==> config.mk <==
export PLATFORM = sky130hd
export DESIGN_NAME = bus_arb4
export DESIGN_NICKNAME = d
export VERILOG_FILES = /design/src/rtl/arb4_pkg.sv /design/src/rtl/arb4_prio.sv /design/src/rtl/arb4_park.sv /design/src/rtl/arb4_flat.sv /design/src/rtl/bus_arb4.sv
export SDC_FILE = /design/constraint.sdc
export NUM_CORES = 1
export LEC_CHECK = 0
export ABC_AREA = 1
export BUFFER_PORTS_ARGS = -buffer_cell sky130_fd_sc_hd__buf_4
export CAP_MARGIN = 20
export CELL_PAD_IN_SITES_DETAIL_PLACEMENT = 1
export CELL_PAD_IN_SITES_GLOBAL_PLACEMENT = 1
export CORE_MARGIN = 10
export CORE_UTILIZATION = 31
export CTS_CLUSTER_SIZE = 14
export DETAILED_ROUTE_END_ITERATION = 10
export PLACE_DENSITY = 0.84
export REMOVE_ABC_BUFFERS = 1
export SKIP_CTS_REPAIR_TIMING = 1
export SLEW_MARGIN = 15
export SYNTH_ARGS = -nofsm -noshare
export SYNTH_HDL_FRONTEND = slang
export SYNTH_SLANG_ARGS = --single-unit
==> constraint.sdc <==
create_clock -name clk_i -period 1.98 [get_ports clk_i]
set_input_delay 0.099 -clock clk_i [delete_from_list [all_inputs] [get_ports clk_i]]
set_output_delay 0.099 -clock clk_i [all_outputs]
set_load 0.02 [all_outputs]
==> src/rtl/arb4_pkg.sv <==
package arb4_pkg;
  localparam int unsigned NREQ  = 4;
  localparam int unsigned IDW   = $clog2(NREQ);
  localparam int unsigned TYW   = 2;
  localparam int unsigned NTYPE = 1 << TYW;

  typedef enum logic [IDW-1:0] {
    ID_BRG  = 2'd0,
    ID_EXT  = 2'd1,
    ID_CPU0 = 2'd2,
    ID_CPU1 = 2'd3
  } mst_e;

  typedef enum logic [1:0] {
    PARK_OFF  = 2'b00,
    PARK_C0   = 2'b01,
    PARK_C1   = 2'b10,
    PARK_LAST = 2'b11
  } park_e;

  function automatic logic [IDW-1:0] oh2id(logic [NREQ-1:0] v);
    logic [IDW-1:0] r;
    r = '0;
    for (int i = 0; i < NREQ; i++) if (v[i]) r = i[IDW-1:0];
    return r;
  endfunction
endpackage

==> src/rtl/arb4_prio.sv <==
module arb4_prio
  import arb4_pkg::*;
(
  input  logic [NREQ-1:0] req_i,
  input  logic            rot_en_i,
  input  logic            fav_c1_i,
  output logic [NREQ-1:0] win_o
);
  always_comb begin
    win_o = '0;
    if (req_i[ID_BRG])
      win_o[ID_BRG] = 1'b1;
    else if (req_i[ID_EXT])
      win_o[ID_EXT] = 1'b1;
    else if (req_i[ID_CPU0] && req_i[ID_CPU1]) begin
      if (rot_en_i && fav_c1_i) win_o[ID_CPU1] = 1'b1;
      else                      win_o[ID_CPU0] = 1'b1;
    end else if (req_i[ID_CPU0])
      win_o[ID_CPU0] = 1'b1;
    else if (req_i[ID_CPU1])
      win_o[ID_CPU1] = 1'b1;
  end
endmodule

==> src/rtl/arb4_park.sv <==
module arb4_park
  import arb4_pkg::*;
(
  input  logic [1:0]      mode_i,
  input  logic            last_c1_i,
  output logic [NREQ-1:0] park_o
);
  park_e mode;
  assign mode = park_e'(mode_i);

  always_comb begin
    park_o = '0;
    unique case (mode)
      PARK_C0:   park_o[ID_CPU0] = 1'b1;
      PARK_C1:   park_o[ID_CPU1] = 1'b1;
      PARK_LAST: park_o[last_c1_i ? ID_CPU1 : ID_CPU0] = 1'b1;
      default:   park_o = '0;
    endcase
  end
endmodule

==> src/rtl/arb4_flat.sv <==
module arb4_flat
  import arb4_pkg::*;
(
  input  logic             clk_i,
  input  logic             rst_ni,
  input  logic             start_i,
  input  logic             done_i,
  input  logic [TYW-1:0]   type_i,
  input  logic             own_vld_i,
  input  logic [IDW-1:0]   own_id_i,
  input  logic [NTYPE-1:0] en_i,
  input  logic [NTYPE-1:0] sw_i,
  output logic             blk_o
);
  logic             hold_q;
  logic             last_vld_q;
  logic [IDW-1:0]   last_id_q;
  logic             switched;
  logic             take;
  logic [NTYPE-1:0] type_hit;
  logic             hit;
  logic             hold_set;

  assign take     = start_i && own_vld_i;
  assign switched = !last_vld_q || (own_id_i != last_id_q);

  for (genvar t = 0; t < NTYPE; t++) begin : g_type
    assign type_hit[t] = en_i[t] && (!sw_i[t] || switched);
  end

  assign hit      = take && type_hit[type_i];
  assign hold_set = hit && !done_i;
  assign blk_o    = hold_set || (hold_q && !done_i);

  always_ff @(posedge clk_i or negedge rst_ni) begin
    if (!rst_ni) begin
      hold_q     <= 1'b0;
      last_vld_q <= 1'b0;
      last_id_q  <= '0;
    end else begin
      if (hold_set)    hold_q <= 1'b1;
      else if (done_i) hold_q <= 1'b0;
      if (take) begin
        last_vld_q <= 1'b1;
        last_id_q  <= own_id_i;
      end
    end
  end
endmodule

==> src/rtl/bus_arb4.sv <==
module bus_arb4
  import arb4_pkg::*;
(
  input  logic             clk_i,
  input  logic             rst_ni,
  input  logic [NREQ-1:0]  req_i,
  input  logic             cpu_rot_i,
  input  logic [1:0]       park_mode_i,
  input  logic [NTYPE-1:0] flat_en_i,
  input  logic [NTYPE-1:0] flat_sw_i,
  input  logic             start_i,
  input  logic [TYW-1:0]   xfer_type_i,
  input  logic             done_i,
  output logic [NREQ-1:0]  gnt_o
);
  logic [NREQ-1:0] gnt_q, gnt_d, win, park;
  logic            fav_c1_q, fav_c1_eff;
  logic            last_c1_q;
  logic            cpu_take;
  logic            blk;
  logic            own_vld;
  logic [IDW-1:0]  own_id;

  assign own_vld  = |gnt_q;
  assign own_id   = oh2id(gnt_q);
  assign cpu_take = start_i && (gnt_q[ID_CPU0] || gnt_q[ID_CPU1]);
  // consumed CPU grant hands preference to the other CPU at once
  assign fav_c1_eff = (cpu_take && cpu_rot_i) ? gnt_q[ID_CPU0] : fav_c1_q;

  arb4_prio u_prio (
    .req_i   (req_i),
    .rot_en_i(cpu_rot_i),
    .fav_c1_i(fav_c1_eff),
    .win_o   (win)
  );

  arb4_park u_park (
    .mode_i   (park_mode_i),
    .last_c1_i(last_c1_q),
    .park_o   (park)
  );

  arb4_flat u_flat (
    .clk_i    (clk_i),
    .rst_ni   (rst_ni),
    .start_i  (start_i),
    .done_i   (done_i),
    .type_i   (xfer_type_i),
    .own_vld_i(own_vld),
    .own_id_i (own_id),
    .en_i     (flat_en_i),
    .sw_i     (flat_sw_i),
    .blk_o    (blk)
  );

  always_comb begin
    if (blk)         gnt_d = '0;
    else if (|req_i) gnt_d = win;
    else             gnt_d = park;
  end

  always_ff @(posedge clk_i or negedge rst_ni) begin
    if (!rst_ni) begin
      gnt_q     <= '0;
      fav_c1_q  <= 1'b0;
      last_c1_q <= 1'b0;
    end else begin
      gnt_q    <= gnt_d;
      fav_c1_q <= fav_c1_eff;
      if (gnt_d[ID_CPU0])      last_c1_q <= 1'b0;
      else if (gnt_d[ID_CPU1]) last_c1_q <= 1'b1;
    end
  end

  assign gnt_o = gnt_q;
endmodule

# ---- Word level (Yosys, flattened, before mapping)
# Index checks and enable logic that the tools add are counted.
dict set report word_totals {
  reg_bits 10
  output_inout_bits 4
  inputBits 21
  wordCells 71
}
dict set report classes {
  muxes 28
  magnitude_cmp 3
  n_eq_ne 4
  reduce_logical 30
}
# operator count
set ops {}
lappend ops {{two-way mux 1 bit} 16}
lappend ops {{logical AND 1 bit} 13}
lappend ops {{two-way mux 2 bit} 5}
lappend ops {{two-way mux 4 bit} 2}
lappend ops {{OR reduction 4 bit} 2}
lappend ops {{logical OR 1 bit} 7}
lappend ops {{zero test 1 bit} 6}
lappend ops {{< comparator 2 x 3 -> 1 bit (second input constant)} 2}
lappend ops {{equality test 2 bit (second input constant)} 2}
lappend ops {{case mux 1 bit (2 select lines)} 2}
lappend ops {{nonzero test 2 bit} 2}
lappend ops {{two-way mux 3 bit} 1}
lappend ops {{binary-select mux 1 bit (select 2 bit)} 1}
lappend ops {{demux 1 bit (select 2 bit)} 1}
lappend ops {{equality test 2 x 1 -> 1 bit (second input constant)} 1}
lappend ops {{greater-or-equal comparator 2 x 1 -> 1 bit (second input constant)} 1}
lappend ops {{!= test 2 bit} 1}

# ---- Longest topological paths before layout
# Gate-level depths: netlist (run 1).
dict set report logic_depth {
  ltp_word 15
  ltp_mapped 14
  mapped_depth_nobuf 14
}

# ---- Modules after synthesis
# From an unflattened synthesis (run 1), not the netlist that was laid out.
dict set report hier_totals {
  cells_unflattened 98
  area_unflattened_um2 676.9
}
# module instances seq_area_each_um2 cells_each area_each_um2
set modules_own_cells {}
lappend modules_own_cells {bus_arb4 1 150.1 37 315.3}
lappend modules_own_cells {arb4_flat 1 100.1 40 265.3}
lappend modules_own_cells {arb4_prio 1 0.0 13 56.3}
lappend modules_own_cells {arb4_park 1 0.0 8 40.0}

# ---- Worst setup path after synthesis (run 1)
# No wires, ideal clock.
dict set report synth_timing {
  path_kind {reg-to-reg}
  startpoint {register gnt_q[3] (netlist: gnt_o[3])}
  endpoint {register last_c1_q}
  slack_ns 0.487
  n_path_buf 0
  stages_incl_launch_ff 13
  arrival_time_ns 1.380
  setup_time_ns 0.113
  required_time_ns 1.867
  path_cell_list {dfrtp_1 inv_2 nand2_2 nand2_2 nand3_2 nor2_2 nand2_1 nand2_1 nand3_2 nand4_2 nand4_1 nand2_1 inv_1}
}
dict set report synth_via {
  elab_chain_cells 12
  elab_cells_between_ends 32
  cone_classes {1 x eq/ne; 12 x mux; 19 x reduce/logical}
}
# element line_no
set synth_lines {}
lappend synth_lines {{start: declaration} bus_arb4.sv:16} ;# logic [NREQ-1:0] gnt_q, gnt_d, win, park;
lappend synth_lines {{start signal: assignment} bus_arb4.sv:68} ;# gnt_q <= gnt_d;
lappend synth_lines {{two-way mux 2 bit / logical OR 1 bit (equally long branches)} {arb4_pkg.sv:24, bus_arb4.sv:26}}
lappend synth_lines {{!= test 2 bit / logical AND 1 bit (equally long branches)} {arb4_flat.sv:25, bus_arb4.sv:26}}
lappend synth_lines {{logical OR 1 bit / logical AND 1 bit (equally long branches)} {arb4_flat.sv:25, bus_arb4.sv:28}}
lappend synth_lines {{logical OR 1 bit / two-way mux 1 bit (equally long branches)} {arb4_flat.sv:28, bus_arb4.sv:28}}
lappend synth_lines {{logical AND 1 bit, on equally long branches} {arb4_flat.sv:28, arb4_prio.sv:16}}
lappend synth_lines {{binary-select mux 1 bit (select 2 bit) / two-way mux 1 bit (equally long branches)} {arb4_flat.sv:31, arb4_prio.sv:16}}
lappend synth_lines {{two-way mux 1 bit (implied by the code) / two-way mux 2 bit (equally long branches)} {arb4_flat.sv:31, arb4_prio.sv:15}}
lappend synth_lines {{logical AND 1 bit / two-way mux 2 bit (equally long branches)} {arb4_flat.sv:31, arb4_prio.sv:13}}
lappend synth_lines {{logical AND 1 bit / two-way mux 3 bit (equally long branches)} {arb4_flat.sv:32, arb4_prio.sv:11}}
lappend synth_lines {{logical OR 1 bit / two-way mux 4 bit (equally long branches)} {arb4_flat.sv:33, bus_arb4.sv:58}}
lappend synth_lines {{two-way mux 4 bit *} bus_arb4.sv:57} ;# if (blk) gnt_d = '0;
lappend synth_lines {{two-way mux 1 bit / nonzero test 2 bit (equally long branches)} --}
lappend synth_lines {{end signal: assignment} bus_arb4.sv:66} ;# last_c1_q <= 1'b0;
lappend synth_lines {{end signal: assignment} bus_arb4.sv:70} ;# if (gnt_d[ID_CPU0]) last_c1_q <= 1'b0;
lappend synth_lines {{end signal: assignment} bus_arb4.sv:71} ;# else if (gnt_d[ID_CPU1]) last_c1_q <= 1'b1;
lappend synth_lines {{end: declaration} bus_arb4.sv:18} ;# logic last_c1_q;
# Every way passes the cells marked *; elsewhere a longest branch is shown, timed or not. The select of a mux whose other input is x is not followed.
# A chain may end at the register's enable or synchronous reset.

# ---- Final worst setup path (run 1)
dict set report layout_timing {
  startpoint {register gnt_q[2] (netlist: gnt_o[2])}
  endpoint {register last_c1_q}
}
dict set report layout_via {
  elab_chain_cells 13
  elab_cells_between_ends 33
  cone_classes {1 x eq/ne; 13 x mux; 19 x reduce/logical}
}
# element line_no
set layout_lines {}
lappend layout_lines {{two-way mux 2 bit (2 in series)} arb4_pkg.sv:24} ;# for (int i = 0; i < NREQ; i++) if (v[i]) r = i[IDW-1:0];
lappend layout_lines {{!= test 2 bit} arb4_flat.sv:25} ;# assign switched = !last_vld_q || (own_id_i != last_id_q);
lappend layout_lines {{logical OR 1 bit} arb4_flat.sv:25}
lappend layout_lines {{logical OR 1 bit} arb4_flat.sv:28} ;# assign type_hit[t] = en_i[t] && (!sw_i[t] || switched);
lappend layout_lines {{logical AND 1 bit} arb4_flat.sv:28}
lappend layout_lines {{binary-select mux 1 bit (select 2 bit)} arb4_flat.sv:31} ;# assign hit = take && type_hit[type_i];
lappend layout_lines {{two-way mux 1 bit (implied by the code)} arb4_flat.sv:31}
lappend layout_lines {{logical AND 1 bit} arb4_flat.sv:31}
lappend layout_lines {{logical AND 1 bit} arb4_flat.sv:32} ;# assign hold_set = hit && !done_i;
lappend layout_lines {{logical OR 1 bit} arb4_flat.sv:33} ;# assign blk_o = hold_set || (hold_q && !done_i);
lappend layout_lines {{two-way mux 4 bit *} bus_arb4.sv:57}
lappend layout_lines {{two-way mux 1 bit / nonzero test 2 bit (equally long branches)} --}
# Marks and branches as above.

==> impl_metrics.json, run 1 <==
{
  "run_status": "finished clean",
  "fmaxAchievable_mhz": 650,
  "clock_latency_ps": 270,
  "maxSlewHeadroom_pct": 76.8,
  "fin_nets": 132,
  "placement.setup.worst_slack_ps": 418,
  "initialDrtViolationCount": 7,
  "antenna_violations_before_repair": 0,
  "die_height_um": 63.6,
  "layout_worst_path_cycle_share_pct": 77.8,
  "clock_pin_slew_reported_for_the_worst_setup_and_hold_paths_after_clock_tree_synthesis_ps": 70,
  "post_drt_wl_per_cell_um": 12.4,
  "timing_hold_violations_final": 0,
  "finalWorstPathRequiredPeriod_ps": 1540,
  "synth-warning-count": 0,
  "powerDensity_mw_per_mm2": 713,
  "crit_family": "simple AND/OR/NAND/NOR gates",
  "worst_clock_skew_ps": 1.40,
  "drc": 0,
  "wirelength_met1_um": 645,
  "gp_congestion": 0.785,
  "die_area_mm2": 0.00405,
  "die-width_um": 63.6,
  "setup_repair_after_global_routing_missed_its_margin": "no",
  "synth-seq-area-share_pct": 42.4,
  "netlist_instances": 81,
  "top_signal_layer_used": "met4",
  "totalNegativeSetupSlack_ps": 0,
  "layout_setup_ws_ps": 440,
  "cts.path.max_buffers": 2,
  "post_route_cells_drive_above_1_share_pct": 39.1,
  "ir_worst_vdd_uv": 486,
  "cp_cell_sequence": "inv_2 -> nand2_2 -> nand2_2 -> nand3_2 -> nor2_2 -> nand2_1 -> nand2_1 -> nand3_2 -> nand4_2 -> nand4_1 -> nand2_1 -> inv_1",
  "cts_num_sinks": 10,
  "numPortBuffers": 24,
  "first_global_vias": 685,
  "worst_ep_arrival_time_ps": 1710,
  "antenna_left": 0,
  "required_ps": 2150,
  "drv_slew": 0,
  "initial_utilization_pct": 33.5,
  "synth.lib_cells_used.distinct": 17,
  "slowest_delay_ps": 420,
  "wl_met3_um": 70,
  "worstPathBufferInverterCount": 2,
  "cts_tree": "done",
  "globalRouteOverflowTotal": 0,
  "maximum_number_of_pins_on_one_net_before_global_route_repair": 11,
  "final_cell_mix": "nand2_1, buf_4, inv_1, dfrtp_1, nor2_1",
  "placement_rows": 15,
  "timing.critical_path.from_type": "flip-flop",
  "io_pins": 25,
  "setup_viol": 0,
  "cap_viol_max_count": 0,
  "wl_met2_um": 931,
  "synth.cell_area_um2": 591,
  "coreArea_mm2": 0.00176,
  "vias_per_cell": 4.36,
  "critical_path.slowest_cell": "dfrtp_1",
  "path_max_fanout": 4,
  "detail_route.first_pass.iterations": 2,
  "critical_path.endpoint_type": "flip-flop",
  "route.final.wire_length_mm": 1.68,
  "timing.critical_path.mode_cell": "nand2_1",
  "worstHoldPathType": "input port to flip-flop",
  "cts.root.buffer_cell": "clkbuf_4",
  "synth.ff_latch_count": 10,
  "cts_inserted_buffers": 3,
  "power_leakage_nw": 0.491,
  "antenna_cells": 0,
  "nFillCells": 243,
  "grt_pass1_wl_mm": 3.00,
  "syn_to_final_growth_pct": 43.6,
  "commonest_non_fill_non_tap_cell_in_the_layout": "nand2_1",
  "number_of_h_tree_levels": 1,
  "syn_area_per_cell_um2": 7.29,
  "grtUsageTotal_pct": 9.27,
  "num_vias": 589,
  "tightest_slew_ps": 345,
  "crit_path_category": "flip-flop to flip-flop",
  "detailedPlacementHpwl_mm": 1.49
}
synth_stat cells (all sizes together):
master  number  share of area, %
nand4        2               3.2
a21oi        2               2.3
dfrtp       10                42
inv         17                11
o31ai        1               1.3
nand2       29                20
o21a         1               1.5
nor2         8               5.5
o21ai        2               1.7
nand3        8                10
or2          1               1.1
logic make-up (layout without fill, tap and decap cells):
kind of cell / Yosys count / in the layout / synth area share (%)
AO/OA/AOI/OAI: 6 / 6 / 6.78
buffers and inverters: 17 / 46 / 10.8
flip-flops: 10 / 10 / 42.4
AND/OR/NAND/NOR: 48 / 48 / 40.0
report_power, final:
group	internal, mW	total, mW	switching, mW
clock	0.112	0.185	0.0730
sequential	0.231	0.247	0.0157
combinational	0.0788	0.173	0.0938
total	0.422	0.605	0.183
metrics by stage:
| step | power, mW | instance area [um^2] | hold slack [ps] | utilization, % | std cells |
|---|---|---|---|---|---|
| floorplan | 0.354 | 591 | -197 | - | 81 |
| global placement | 0.420 | 802 | -66.0 | 45.5 | 130 |
| detailed placement | 0.426 | 802 | -64.0 | 45.5 | 130 |
| CTS | 0.616 | 838 | -358 | 47.5 | 134 |
| global route | 0.658 | 848 | 81.0 | 48.1 | 135 |
| finish | 0.605 | 848 | 79.5 | 48.1 | 135 |
area by class of cell:
class | count | area (um^2) | area share, %
Multi-Input combinational cell | 54 | 277 | 32.6
Sequential cell | 10 | 250 | 29.5
Timing Repair Buffer | 25 | 190 | 22.4
Inverter | 17 | 63.8 | 7.52
Clock buffer | 4 | 36.3 | 4.28
Tap cell | 25 | 31.3 | 3.69
final timing paths:
kind	from	end	slack (ps)	cells past startpoint
max	gnt_o[2]	last_c1_q	440	12
min	req_i[1]	gnt_o[1]	80	3
max reg2reg	gnt_o[2]	last_c1_q	440	12
min reg2reg	u_flat.last_vld_q	u_flat.last_vld_q	510	1
max in group asynchronous	rst_ni	u_flat.hold_q	1630	2
min in group asynchronous	rst_ni	u_flat.last_id_q[1]	210	2
flip-flops by register name, indices dropped and copies added (netlist names):
name               count
u_flat.last_id_q       2
u_flat.last_vld_q      1
gnt_o                  4
u_flat.hold_q          1
fav_c1_q               1
last_c1_q              1
routing by layer:
metal	vias to the layer above	track usage [%]
li1	304	-
met1	269	8.55
met2	14	17.1
met3	2	3.53
met4	0	4.92
met5	-	0
worst min-delay path, cell delays in order:
cell and delay, ps:
buf_4 110, nand2_1 60, nor2_1 40
No activity file was read; power rests on OpenSTA's default activity.
==> inputs of run 2 (changes only) <==
--- a/config.mk
+++ b/config.mk
@@ -11,10 +11,10 @@
 export CELL_PAD_IN_SITES_DETAIL_PLACEMENT = 1
 export CELL_PAD_IN_SITES_GLOBAL_PLACEMENT = 1
 export CORE_MARGIN = 10
-export CORE_UTILIZATION = 31
+export CORE_UTILIZATION = 28
 export CTS_CLUSTER_SIZE = 14
 export DETAILED_ROUTE_END_ITERATION = 10
-export PLACE_DENSITY = 0.84
+export PLACE_DENSITY = 0.8
 export REMOVE_ABC_BUFFERS = 1
 export SKIP_CTS_REPAIR_TIMING = 1
 export SLEW_MARGIN = 15
==> constraint.sdc (replaced) <==
create_clock -name clk_i -period 1.3 [get_ports clk_i]
set_input_delay 0.065 -clock clk_i [delete_from_list [all_inputs] [get_ports clk_i]]
set_output_delay 0.065 -clock clk_i [all_outputs]
set_load 0.02 [all_outputs]
==> run 2 against run 1 <==
Effect of this change:
- the run now ends with negative setup slack left
- combinational power is 120% higher
- global-route usage is 0.27 points lower
- first-iteration DRC count is 43% lower
- hold slack worse by 44 ps
- setup slack worse by 720 ps
- clock skew hardly changed
- cell count is 12% higher
- sequential power is 54% higher
- largest power group is now combinational logic
==> impl_metrics.json, run 2 (synthesized netlist as in run 1, its figures left out) <==
{
  "clock_pin_slew_reported_for_the_worst_setup_and_hold_paths_after_clock_tree_synthesis_ps": 70,
  "timing.critical_path.from_type": "flip-flop",
  "seq_power_share_pct": 36.2,
  "cts.root.buffer_cell": "clkbuf_4",
  "final_cell_mix": "buf_4, nand2_1, inv_1, dfrtp_1, nand2_2",
  "worstHoldPathType": "input port to flip-flop",
  "die_area_mm2": 0.00435,
  "crit_family": "simple AND/OR/NAND/NOR gates",
  "totalNegativeSetupSlack_ps": -1810,
  "worstPathBufferInverterCount": 2,
  "grt_pass1_wl_mm": 3.09,
  "final_core_utilization_pct": 52.1,
  "violated_checks": "negative setup slack",
  "antenna_left": 0,
  "p_sw_share_pct": 32.5,
  "route.final.wire_length_mm": 2.13,
  "placement_rows": 16,
  "slowest_delay_ps": 420,
  "antenna_violations_before_repair": 0,
  "tightest_slew_ps": 209,
  "post_drt_wl_per_cell_um": 14.1,
  "cts.path.max_buffers": 2,
  "drv_slew": 0,
  "critical_path.endpoint_type": "flip-flop",
  "num_vias": 679,
  "gp_congestion": 0.785,
  "clock_latency_ps": 270,
  "post_route_cells_drive_above_1_share_pct": 53.2,
  "initialDrtViolationCount": 4,
  "first_global_vias": 695,
  "fin_nets": 146,
  "setup_repair_after_global_routing_missed_its_margin": "yes",
  "number_of_h_tree_levels": 1,
  "timing_hold_violations_final": 0,
  "maximum_number_of_pins_on_one_net_before_global_route_repair": 11,
  "cts_num_sinks": 10,
  "final.hold.worst_slack_ps": 35.2,
  "worst_ep_arrival_time_ps": 1750,
  "coreArea_mm2": 0.00198,
  "commonest_non_fill_non_tap_cell_in_the_layout": "buf_4",
  "finalWorstPathRequiredPeriod_ps": 1580,
  "ir_worst_vdd_uv": 938,
  "required_ps": 1470,
  "numPortBuffers": 24,
  "maxSlewHeadroom_pct": 86.1,
  "finalPower_mw": 1.05,
  "detailedPlacementHpwl_mm": 1.56,
  "wl_met2_mm": 1.20,
  "fmaxAchievable_mhz": 632,
  "p_comb_share_pct": 36.4,
  "internal_power_mw": 0.707,
  "placement.setup.worst_slack_ps": -273,
  "number_of_flip_flops_in_the_largest_register": 4,
  "p_clk_share_pct": 27.4,
  "grtUsageTotal_pct": 9.00,
  "detail_route.first_pass.iterations": 3,
  "initial_utilization_pct": 29.8,
  "die_height_um": 65.9,
  "setup_viol": 9,
  "cap_viol_max_count": 0,
  "cts_inserted_buffers": 3,
  "timing.critical_path.mode_cell": "nand2_1",
  "crit_path_category": "flip-flop to flip-flop",
  "power.net_switching_mw": 0.341,
  "vias_per_cell": 4.50,
  "drc": 0,
  "wirelength_met1_um": 881,
  "cp_cell_sequence": "inv_2 -> nand2_2 -> nand3_1 -> nand2_2 -> nor2_4 -> nand2_1 -> nand2_1 -> nand3_2 -> nand4_4 -> nand4_1 -> nand2_1 -> inv_1",
  "layout_setup_ws_ps": -282,
  "wl_met3_um": 33,
  "syn_to_final_growth_pct": 75.0,
  "antenna_cells": 0,
  "layout_worst_path_cycle_share_pct": 122,
  "critical_path.slowest_cell": "dfrtp_1",
  "die-width_um": 65.9,
  "run_status": "finished with violations",
  "globalRouteOverflowTotal": 0,
  "powerDensity_mw_per_mm2": 1010,
  "worst_clock_skew_ps": 1.10,
  "power_leakage_nw": 0.569,
  "io_pins": 25,
  "path_max_fanout": 4,
  "cts_tree": "done",
  "top_signal_layer_used": "met4"
}
-- run 2: stage by stage --
step                instance area, um^2  std cells
floorplan                           591         81
global placement                    857        139
detailed placement                  857        139
CTS                                 893        143
global route                       1030        151
finish                             1030        151
-- run 2: metal layers --
metal  up-vias  track usage (%)
li1        332                -
met1       337             9.05
met2         8             17.1
met3         2             2.37
met4         0             3.21
met5         -                0
-- run 2: final cells by class --
cell class / instances / area, um^2
inverters: 17 / 63.8
clock buffers: 4 / 36.3
fillers: 239 / 948
well taps: 27 / 33.8
multi-input cells: 54 / 347
repair buffers: 39 / 303
flip-flops and latches: 10 / 250
-- run 2: path summary, 6_finish.rpt --
check / cells past startpoint / slack, ps / from / end
worst max-delay path: 12 / -280 / gnt_o[2] / last_c1_q
worst min-delay path: 3 / 40 / req_i[1] / gnt_o[1]
worst max register to register: 12 / -280 / gnt_o[2] / last_c1_q
worst min register to register: 1 / 510 / u_flat.last_vld_q / u_flat.last_vld_q
max in group asynchronous: 2 / 1000 / rst_ni / u_flat.last_id_q[0]
min in group asynchronous: 2 / 160 / rst_ni / gnt_o[2]
-- run 2: power groups by stage --
stage / logic [mW] / clock network, mW / registers, mW
after floorplan: 0.153 / 0 / 0.387
after global placement: 0.282 / 0 / 0.380
after global routing: 0.425 / 0.320 / 0.385
final: 0.381 / 0.287 / 0.380
after CTS: 0.299 / 0.294 / 0.376
after detailed placement: 0.297 / 0 / 0.381
-- run 2: worst register-to-register path, stage by stage (launching register included) --
cell	delay [ps]
dfrtp_1	420
inv_2	110
nand2_2	80
nand3_1	100
nand2_2	70
nor2_4	130
nand2_1	70
nand2_1	70
nand3_2	100
nand4_4	100
nand4_1	110
nand2_1	80
inv_1	30
==> inputs of run 3 (changes only) <==
--- a/config.mk
+++ b/config.mk
@@ -15,7 +15,6 @@
 export CTS_CLUSTER_SIZE = 14
 export DETAILED_ROUTE_END_ITERATION = 10
 export PLACE_DENSITY = 0.8
-export REMOVE_ABC_BUFFERS = 1
 export SKIP_CTS_REPAIR_TIMING = 1
 export SLEW_MARGIN = 15
 export SYNTH_ARGS = -nofsm -noshare
==> run 3 against run 2 <==
Effect of this change:
- wire length shrank 9.1%
- register-to-register slack improved by 20 ps
- critical endpoint is now gnt_o[0]
- the run still ends with negative setup slack left
- combinational power down 11%
- highest routed layer unchanged
==> impl_metrics.json, run 3 (synthesized netlist as in run 1, its figures left out) <==
{
  "run_status": "finished with violations",
  "violated_checks": "negative setup slack",
  "finalWorstPathRequiredPeriod_ps": 1570,
  "gp_congestion": 0.783,
  "worst_ep_arrival_time_ps": 1730,
  "placement.setup.worst_slack_ps": -270,
  "crit_path_category": "flip-flop to flip-flop",
  "p_clk_share_pct": 28.9,
  "post_drt_wl_per_cell_um": 13.4,
  "clock_latency_ps": 270,
  "crit_start": "gnt_o[2]",
  "required_ps": 1470,
  "finalPower_mw": 1.01,
  "final_cell_mix": "buf_4, nand2_1, inv_1, dfrtp_1",
  "timing_hold_violations_final": 0,
  "seq_power_share_pct": 37.7,
  "tightest_slew_ps": 221,
  "antenna_left": 0,
  "power_leakage_nw": 0.529,
  "antenna_cells": 0,
  "critical_path.slowest_cell": "dfrtp_2",
  "maximum_number_of_pins_on_one_net_before_global_route_repair": 11,
  "detail_route.first_pass.iterations": 2,
  "slowest_delay_ps": 440,
  "layout_worst_path_cycle_share_pct": 120,
  "path_max_fanout": 4,
  "route.final.wire_length_mm": 1.94,
  "number_of_h_tree_levels": 1,
  "post_route_cells_drive_above_1_share_pct": 51.7,
  "critical_path.endpoint_type": "flip-flop",
  "regToRegStartpoint": "gnt_o[2]",
  "maxSlewHeadroom_pct": 85.3,
  "worstPathBufferInverterCount": 1,
  "cts.path.max_buffers": 2,
  "ir_worst_vdd_uv": 621,
  "p_comb_share_pct": 33.5,
  "coreArea_mm2": 0.00198,
  "setup_viol": 8,
  "initialDrtViolationCount": 10,
  "crit_family": "simple AND/OR/NAND/NOR gates",
  "die_height_um": 65.9,
  "internal_power_mw": 0.682,
  "die-width_um": 65.9,
  "totalNegativeSetupSlack_ps": -1610,
  "mappedNetlistNets": 102,
  "cts_tree": "done",
  "globalRouteOverflowTotal": 0,
  "timing.critical_path.from_type": "flip-flop",
  "powerDensity_mw_per_mm2": 1040,
  "placement_rows": 16,
  "postPlaceCellArea_um2": 851,
  "vias_per_cell": 4.38,
  "detailedPlacementHpwl_mm": 1.51,
  "timing.critical_path.mode_cell": "nand3_2",
  "setup_repair_after_global_routing_missed_its_margin": "yes",
  "cts.root.buffer_cell": "clkbuf_4",
  "worstHoldPathType": "input port to flip-flop",
  "grt_pass1_wl_mm": 3.01,
  "final_area_um2": 973,
  "cts_inserted_buffers": 3,
  "num_vias": 635,
  "initial_utilization_pct": 29.8,
  "power.net_switching_mw": 0.327,
  "worst_hold_startpoint": "req_i[1]",
  "cp_cell_sequence": "nor2_1 -> nand2_1 -> nand3_2 -> nor2_4 -> nand2_1 -> nand3_2 -> nand3_2 -> nand4_4 -> buf_4 -> nand2_2 -> nor2_1",
  "r2r_setup_slack_ps": -270,
  "commonest_non_fill_non_tap_cell_in_the_layout": "buf_4",
  "syn_to_final_growth_pct": 64.8,
  "io_pins": 25,
  "cap_viol_max_count": 0,
  "drv_slew": 0,
  "layout_setup_ws_ps": -266,
  "worst_clock_skew_ps": 2.38,
  "fin_nets": 140,
  "fmaxAchievable_mhz": 639,
  "die_area_mm2": 0.00435,
  "numPortBuffers": 24,
  "antenna_violations_before_repair": 0,
  "first_global_vias": 705,
  "cts_num_sinks": 10,
  "drc": 0,
  "p_sw_share_pct": 32.4,
  "grtUsageTotal_pct": 8.97,
  "final.hold.worst_slack_ps": 47.9,
  "clock_pin_slew_reported_for_the_worst_setup_and_hold_paths_after_clock_tree_synthesis_ps": 70,
  "number_of_flip_flops_in_the_largest_register": 4
}
-- run 3: worst register-to-register path, stage by stage, from the launching register on --
cell and delay [ps]:
dfrtp_2 440, nor2_1 190, nand2_1 90, nand3_2 100, nor2_4 50, nand2_1 80, nand3_2 70, nand3_2 80
nand4_4 90, buf_4 150, nand2_2 80, nor2_1 50
-- run 3: cell type report --
| class | count | area [um^2] |
|---|---|---|
| timing repair buffer | 33 | 254 |
| multi-input combinational | 54 | 327 |
| inverter | 17 | 68.8 |
| tap | 27 | 33.8 |
| clock buffer | 4 | 36.3 |
| fill | 245 | 1010 |
| sequential | 10 | 254 |
-- run 3: power groups by stage --
stage          Sequential [mW]  Clock (mW)  Combinational [mW]
2_1_floorplan            0.389           0               0.167
3_3_place_gp             0.381           0               0.284
3_5_place_dp             0.383           0               0.299
4_1_cts                  0.378       0.300               0.300
5_1_grt                  0.385       0.329               0.380
6_report                 0.380       0.292               0.338
-- run 3: worst paths after layout --
path                                      to  cells after the start
setup / recovery                    gnt_o[0]                     11
hold / removal                      gnt_o[1]                      3
setup reg to reg                    gnt_o[0]                     11
hold reg to reg            u_flat.last_vld_q                      1
max in group asynchronous           gnt_o[3]                      2
min in group asynchronous           gnt_o[2]                      2
-- run 3: routing by layer --
metal	vias to the layer above	global-route usage [%]	routed length [um]
met1	302	8.20	698
met3	2	2.88	41
met4	0	4.81	27
met5	-	0	0
met2	10	17.0	1170
li1	321	-	-
-- run 3: per-stage QoR --
step | util [%] | cells
final | 49.1 | 145
after global routing | 49.1 | 145
after CTS | 44.8 | 140
after detailed placement | 42.9 | 136
after global placement | 42.9 | 136
after floorplan | - | 81
